$ cat src/rtl/swprot_seq.sv
module swprot_seq #(
  parameter int ADDR_W     = 17,
  parameter int DATA_W     = 8,
  parameter int MATCH_W    = 15,
  parameter int PAGE_BYTES = 128,
  parameter int GAP_CYC    = 16,
  parameter int TWC_CYC    = 1000
) (
  input  logic              clk,
  input  logic              rst,
  input  logic              wr_en,
  input  logic [ADDR_W-1:0] wr_addr,
  input  logic [DATA_W-1:0] wr_data,
  output logic              arr_we,
  output logic              tmr_start,
  output logic              prot
);
  localparam int CNT_W = $clog2(PAGE_BYTES + 1);
  localparam int GAP_W = $clog2(GAP_CYC + 1);
  localparam int TWC_W = $clog2(TWC_CYC + 1);
  localparam logic [CNT_W-1:0] PAGE_FULL = CNT_W'(PAGE_BYTES);
  localparam logic [GAP_W-1:0] GAP_LAST  = GAP_W'(GAP_CYC - 1);
  localparam logic [TWC_W-1:0] TWC_LAST  = TWC_W'(TWC_CYC - 1);
  localparam logic [MATCH_W-1:0] ADR_HI  = MATCH_W'(15'h5555);
  localparam logic [MATCH_W-1:0] ADR_LO  = MATCH_W'(15'h2AAA);

  localparam logic [1:0] S_IDLE = 2'd0, S_PAGE = 2'd1, S_BUSY = 2'd2;

  logic [1:0]       st_q, st_d;
  logic [2:0]       step_q, step_d;
  logic [CNT_W-1:0] cnt_q, cnt_d, cnt_n;
  logic [GAP_W-1:0] gap_q, gap_d;
  logic [TWC_W-1:0] twc_q, twc_d;
  logic             auth_q, auth_d, armp_q, armp_d, ts_q, ts_d;
  logic             prot_q = 1'b0;
  logic             prot_d, we, page_wr;

  wire [MATCH_W-1:0] madr = wr_addr[MATCH_W-1:0];
  wire at_hi  = madr == ADR_HI;
  wire at_lo  = madr == ADR_LO;
  wire first  = at_hi && wr_data == 8'hAA;
  wire arm    = step_q == 3'd2 && at_hi && wr_data == 8'hA0;

  logic adv;
  always_comb begin
    case (step_q)
      3'd0:    adv = first;
      3'd1:    adv = at_lo && wr_data == 8'h55;
      3'd2:    adv = at_hi && wr_data == 8'h80;
      3'd3:    adv = first;
      3'd4:    adv = at_lo && wr_data == 8'h55;
      3'd5:    adv = at_hi && wr_data == 8'h20;
      default: adv = 1'b0;
    endcase
  end

  assign cnt_n = (st_q == S_IDLE ? '0 : cnt_q) + 1'b1;

  always_comb begin
    st_d = st_q;  step_d = step_q; cnt_d = cnt_q; gap_d = gap_q;
    twc_d = twc_q; auth_d = auth_q; armp_d = armp_q; ts_d = 1'b0;
    prot_d = prot_q; we = 1'b0; page_wr = 1'b0;
    case (st_q)
      S_IDLE: if (wr_en) begin
        if (arm) begin
          st_d = S_PAGE; cnt_d = '0; gap_d = '0;
          auth_d = 1'b1; armp_d = 1'b1; step_d = '0;
        end else if (adv) begin
          if (step_q == 3'd5) begin
            prot_d = 1'b0; step_d = '0;
          end else
            step_d = step_q + 1'b1;
        end else if (first)
          step_d = 3'd1;
        else begin
          step_d = '0; auth_d = !prot_q; we = !prot_q; page_wr = 1'b1;
        end
      end
      S_PAGE: if (wr_en) begin
        we = auth_q; page_wr = 1'b1;
      end else if (gap_q == GAP_LAST) begin
        st_d = S_BUSY; ts_d = 1'b1; twc_d = TWC_LAST;
      end else
        gap_d = gap_q + 1'b1;
      S_BUSY: if (twc_q == '0) begin
        st_d = S_IDLE; prot_d = prot_q | armp_q; armp_d = 1'b0;
      end else
        twc_d = twc_q - 1'b1;
      default: st_d = S_IDLE;
    endcase
    if (page_wr) begin
      if (cnt_n == PAGE_FULL) begin
        st_d = S_BUSY; ts_d = 1'b1; twc_d = TWC_LAST;
      end else begin
        st_d = S_PAGE; cnt_d = cnt_n; gap_d = '0;
      end
    end
  end

  always_ff @(posedge clk) begin
    if (rst) begin
      st_q <= S_IDLE; step_q <= '0; cnt_q <= '0; gap_q <= '0; twc_q <= '0;
      auth_q <= 1'b0; armp_q <= 1'b0; ts_q <= 1'b0;
    end else begin
      st_q <= st_d; step_q <= step_d; cnt_q <= cnt_d; gap_q <= gap_d;
      twc_q <= twc_d; auth_q <= auth_d; armp_q <= armp_d; ts_q <= ts_d;
    end
  end

  always_ff @(posedge clk)
    if (!rst) prot_q <= prot_d;

  assign arr_we    = we & ~rst;
  assign tmr_start = ts_q;
  assign prot      = prot_q;
endmodule


$ cat config.mk
export PLATFORM = sky130hd
export DESIGN_NAME = swprot_seq
export DESIGN_NICKNAME = d
export VERILOG_FILES = /design/src/rtl/swprot_seq.sv
export SDC_FILE = /design/constraint.sdc
export NUM_CORES = 1
export LEC_CHECK = 0
export BUFFER_PORTS_ARGS = -buffer_cell sky130_fd_sc_hd__buf_2
export CAP_MARGIN = 20
export CELL_PAD_IN_SITES_DETAIL_PLACEMENT = 0
export CELL_PAD_IN_SITES_GLOBAL_PLACEMENT = 2
export CORE_UTILIZATION = 34
export DETAILED_ROUTE_END_ITERATION = 8
export GPL_ROUTABILITY_DRIVEN = 0
export GPL_TIMING_DRIVEN = 1
export PLACE_DENSITY_LB_ADDON = 0.12
export SYNTH_ARGS = -nofsm -noshare
export SYNTH_HDL_FRONTEND = slang
export SYNTH_SLANG_ARGS = --single-unit
$ cat constraint.sdc
create_clock -name clk -period 2.95 [get_ports clk]
set_input_delay 0.295 -clock clk [delete_from_list [all_inputs] [get_ports clk]]
set_output_delay 0.295 -clock clk [all_outputs]
set_load 0.01 [all_outputs]
# After elaboration in Yosys (flattened, before gate mapping)
# Cells that the tools add are included.
# Widths: inputs -> output; s select.
# classes
addsub	4
eq_ne	29
muxes	62
n_bitwise	3
reduce_logical	18
# ops
cell	n
$mux 10	5
$mux 8	6
$eq 8x8->1 const B	4
$mux 5	6
$mux 1	27
$pmux 10 s2	1
$eq 15x14->1 const B	1
$eq 15x15->1 const B	1
$ne 3x3->1 const B	5
$mux 2	7
$ne 2x2->1 const B	6
$logic_not 10->1	1
$pmux 5 s2	1
$sub 10x1->10 const B	1
$mux 3	3
$add 8x1->8 const B	1
$eq 8x6->1 const B	1
$eq 8x7->1 const B	1
$pmux 1 s2	4
$reduce_and 4->1	2
$reduce_and 7->1	1
$eq 3x2->1 const B	2
$eq 3x3->1 const B	2
$logic_and 1x1->1	6
19 further kinds	21
# word_totals
register_bits	32
in_bits	28
out_inout_bits	3

# Depth between registers and ports, before layout
# depth
ltp_word	9
mapped_depth	10

# Worst setup path after synthesis
# OpenSTA, ideal clock, no wires.
# synth_timing
kind	reg-to-reg
startpoint	register step_q[1]
endpoint	register prot_q, in the netlist prot (enable)
setup_ns	0.315
arrival_ns	2.256
t_required_ns	2.635
setup_slack_ns	0.379
stages_incl_launch_ff	8
cell_sequence	dfxtp_1 > buf_6 > or4_4 > or3_4 > nor3_4 > a21oi_2 > or4_1 > a221oi_2
# synth_between
elab_chain_len	5
# synth_rtl
element	line	rtl
start: declaration	30	logic [2:0] step_q, step_d;
start signal: assignment	105	st_q <= st_d; step_q <= step_d; cnt_q <= cnt_d; gap_q <= gap_d;
$eq 3x3->1, or another cell as far along	46	case (step_q)
$reduce_or 2->1 (no line) or $logic_and 1x1->1 (tied branches)	n/a	
$pmux 1 s4 or $logic_and 1x1->1 (tied branches)	46, 42	
$ne 2x2->1 (no line)	n/a	
$reduce_and 7->1 (no line) *	n/a	
end signal: assignment	111	if (!rst) prot_q <= prot_d;
end: declaration	35	logic prot_q = 1'b0;
# Mark *: on every way between the ends. The rest lies on a longest branch, timed or not.
# A chain may end at the register's enable or synchronous reset.

# Worst setup path in the final report
# layout_timing
startpoint	register step_q[1]
endpoint	output port arr_we
# layout_between
elab_chain_len	8
# layout_rtl
element	line	rtl
$eq 3x3->1, or another cell as far along	46	
$reduce_or 2->1 (no line)	n/a	
$pmux 1 s4	46	
$mux 1	68	end else if (adv) begin
$mux 1 *	65	if (arm) begin
$mux 1 *	64	S_IDLE: if (wr_en) begin
$pmux 1 s2 *	63	case (st_q)
$and 1x1->1 *	113	assign arr_we = we & ~rst;
end: declaration	14	output logic arr_we,
# Marked as above.

==> qor.csv <==
metric;value;unit
worstSetupPathType;reg -> out;
n_antenna_cell;0;
avgViaCountPerCell;5.70;
placed_cells;386;
yosysMostFrequentCell;nand2_1;
syn-mean-instance-area;8.11;µm²
postRouteWirelength;6.06;mm
synth.distinct_cells;67;
placement.cell_area;2500;µm²
arrival;2300;ps
grt_pass1_vias;2132;
num_vias;2246;
clkTransAtPathRegs;70;ps
cts_tree;done;
synth_area_leader_cell;dfxtp_1;
die_w;84.3;µm
grt_max_degree;27;
yosysSeqAreaShare;0.282;
min_period_over_period;0.881;
clk_latency;290;ps
netlist_area;2300;µm²
cts-root-buf;clkbuf_8;
grtUsageTotal;0.178;
start_util;0.357;
num_io_pins;31;
hold_class;reg -> reg;
die_y;84.3;µm
h-tree-depth;2;
wl_per_cell;15.4;µm
clockBufferDepth;2;
crit_path_start_kind;flop;
setup_viol;0;
final.min_clock_period;2600;ps
core;6460;µm²
cts_buffers;5;
area_growth;12.7;%
post_route_cells_drive_above_1_share;0.196;
status;finished with violations;
worst_pin_slew;701;ps
synth-seq-cells;32;
ys.flop_type;dfxtp_1;
multi_input_area;1500;µm²
synth_edf_count;1;
hold_viol;0;
postCtsResizedCells;0;
layout_setup_ws;352;ps
stdcell_count;394;
nNetsFinal;351;
peakVddDrop;248;µV
synth_top_area_frac;0.269;
antenna_found_initial;0;
violations;design-rule violations;
seq_area;651;µm²
ys_top_cells_by_area;dfxtp_1 (27%), nand2_1 (5.2%), o21ai_0 (3.9%);
fin_util;0.402;
fin_area;2600;µm²
die-area;7110;µm²
rows;29;
n_fill_cell;702;
post-place-ws;278;ps
drv_slew;0;
synth_nets;319;
cp.required;2650;ps
io_buffers;28;
drc;5;
path_max_fanout;5;
p_leak;0.973;nW
maxCapViolations;0;
finClkSkew;9.78;ps
dp_hpwl;4.45;mm
cts_hold_buf;0;
max_freq;0.385;GHz
firstDrtPassIters;9;
postRouteAntennaNets;0;
clkSinkCount;32;
yosysWarnings;0;
synth_cells;284;
async_reset_ff_frac;0;
end_kind;output pin;
power_density;536;nW/µm²
slew_headroom;0.533;
grt_setup_unrepaired;false;
fin_setup_tns;0;ps
cts_setup_buffers;0;
drt_iter0_drc;80;
grt_pass1_wl;10.2;mm
synth_common_cells;nand2_1 (32), dfxtp_1 (31), nor2_1 (20), o21ai_0 (18);
grt-ovfl-total;0;
[metrics by stage]
step	total power, W	hold WS [ps]
final	0.00139	448
after global routing	0.00149	463
after CTS	0.00140	454
after detailed placement	0.00103	441
after global placement	0.00104	437
after floorplan	0.000886	423
[metal layers]
layer	wire, µm	GRT usage
met5	0	0
met4	80	0.0533
met3	181	0.0285
met2	2760	0.303
met1	3040	0.233
[critical path, cell delays in order (launching register included)]
cell	delay, ps
dfxtp_1	310
or4_4	530
or3_4	410
nor3_4	220
a211o_1	210
o31a_1	130
nor3_1	40
buf_2	160
[flip-flops by register name, summed over array words and instances, names as in the netlist]
name,cells
twc_q,10
cnt_q,8
gap_q,5
step_q,3
st_q,2
armp_q,1
auth_q,1
prot,1
tmr_start,1
[cells by family (layout without fill, tap and decap cells)]
kind of cell             Yosys count  in the layout  share of synthesized area
AO/OA/AOI/OAI                     84             84                      0.262
XOR/XNOR                           5              5                     0.0190
adder cells (fa/ha/maj)            7              7                     0.0380
buffers and inverters             26             59                     0.0684
flip-flops                        32             32                      0.282
multiplexers                       8              8                     0.0359
AND/OR/NAND/NOR                  122            122                      0.294
[cell usage in the layout, fill, tap and decap left out, drive strengths merged, types with 8 or more instances in the layout]
cell,count
nand2,32
buf,37
nor2,20
o21ai,18
a31oi,8
a21oi,14
nand3,9
a22oi,8
dfxtp,31
nor3,14
inv,13
nand4,8
[layout make-up]
type | instances | area share
Inverter | 14 | 0.0202
Clock buffer | 7 | 0.0333
Tap cell | 77 | 0.0371
Timing Repair Buffer | 37 | 0.0800
Clock inverter | 1 | 0.00289
Sequential cell | 32 | 0.251
Multi-Input combinational cell | 226 | 0.576
[where the power goes]
part	leakage, nW	total (W)	switching, W	internal, W
Clock	0.0445	0.000366	0.000176	0.000190
Sequential	0.260	0.000480	0.0000187	0.000462
Combinational	0.668	0.000546	0.000367	0.000178
Total	0.973	0.00139	0.000562	0.000829
[worst paths after layout]
kind / startpoint / end / slack [ps] / cells after the start
max: step_q[1] / arr_we / 350 / 7
min: gap_q[4] / gap_q[4] / 450 / 2
max reg2reg: step_q[1] / prot / 360 / 6
min reg2reg: gap_q[4] / gap_q[4] / 450 / 2
Power figures use the tool's default switching activity.
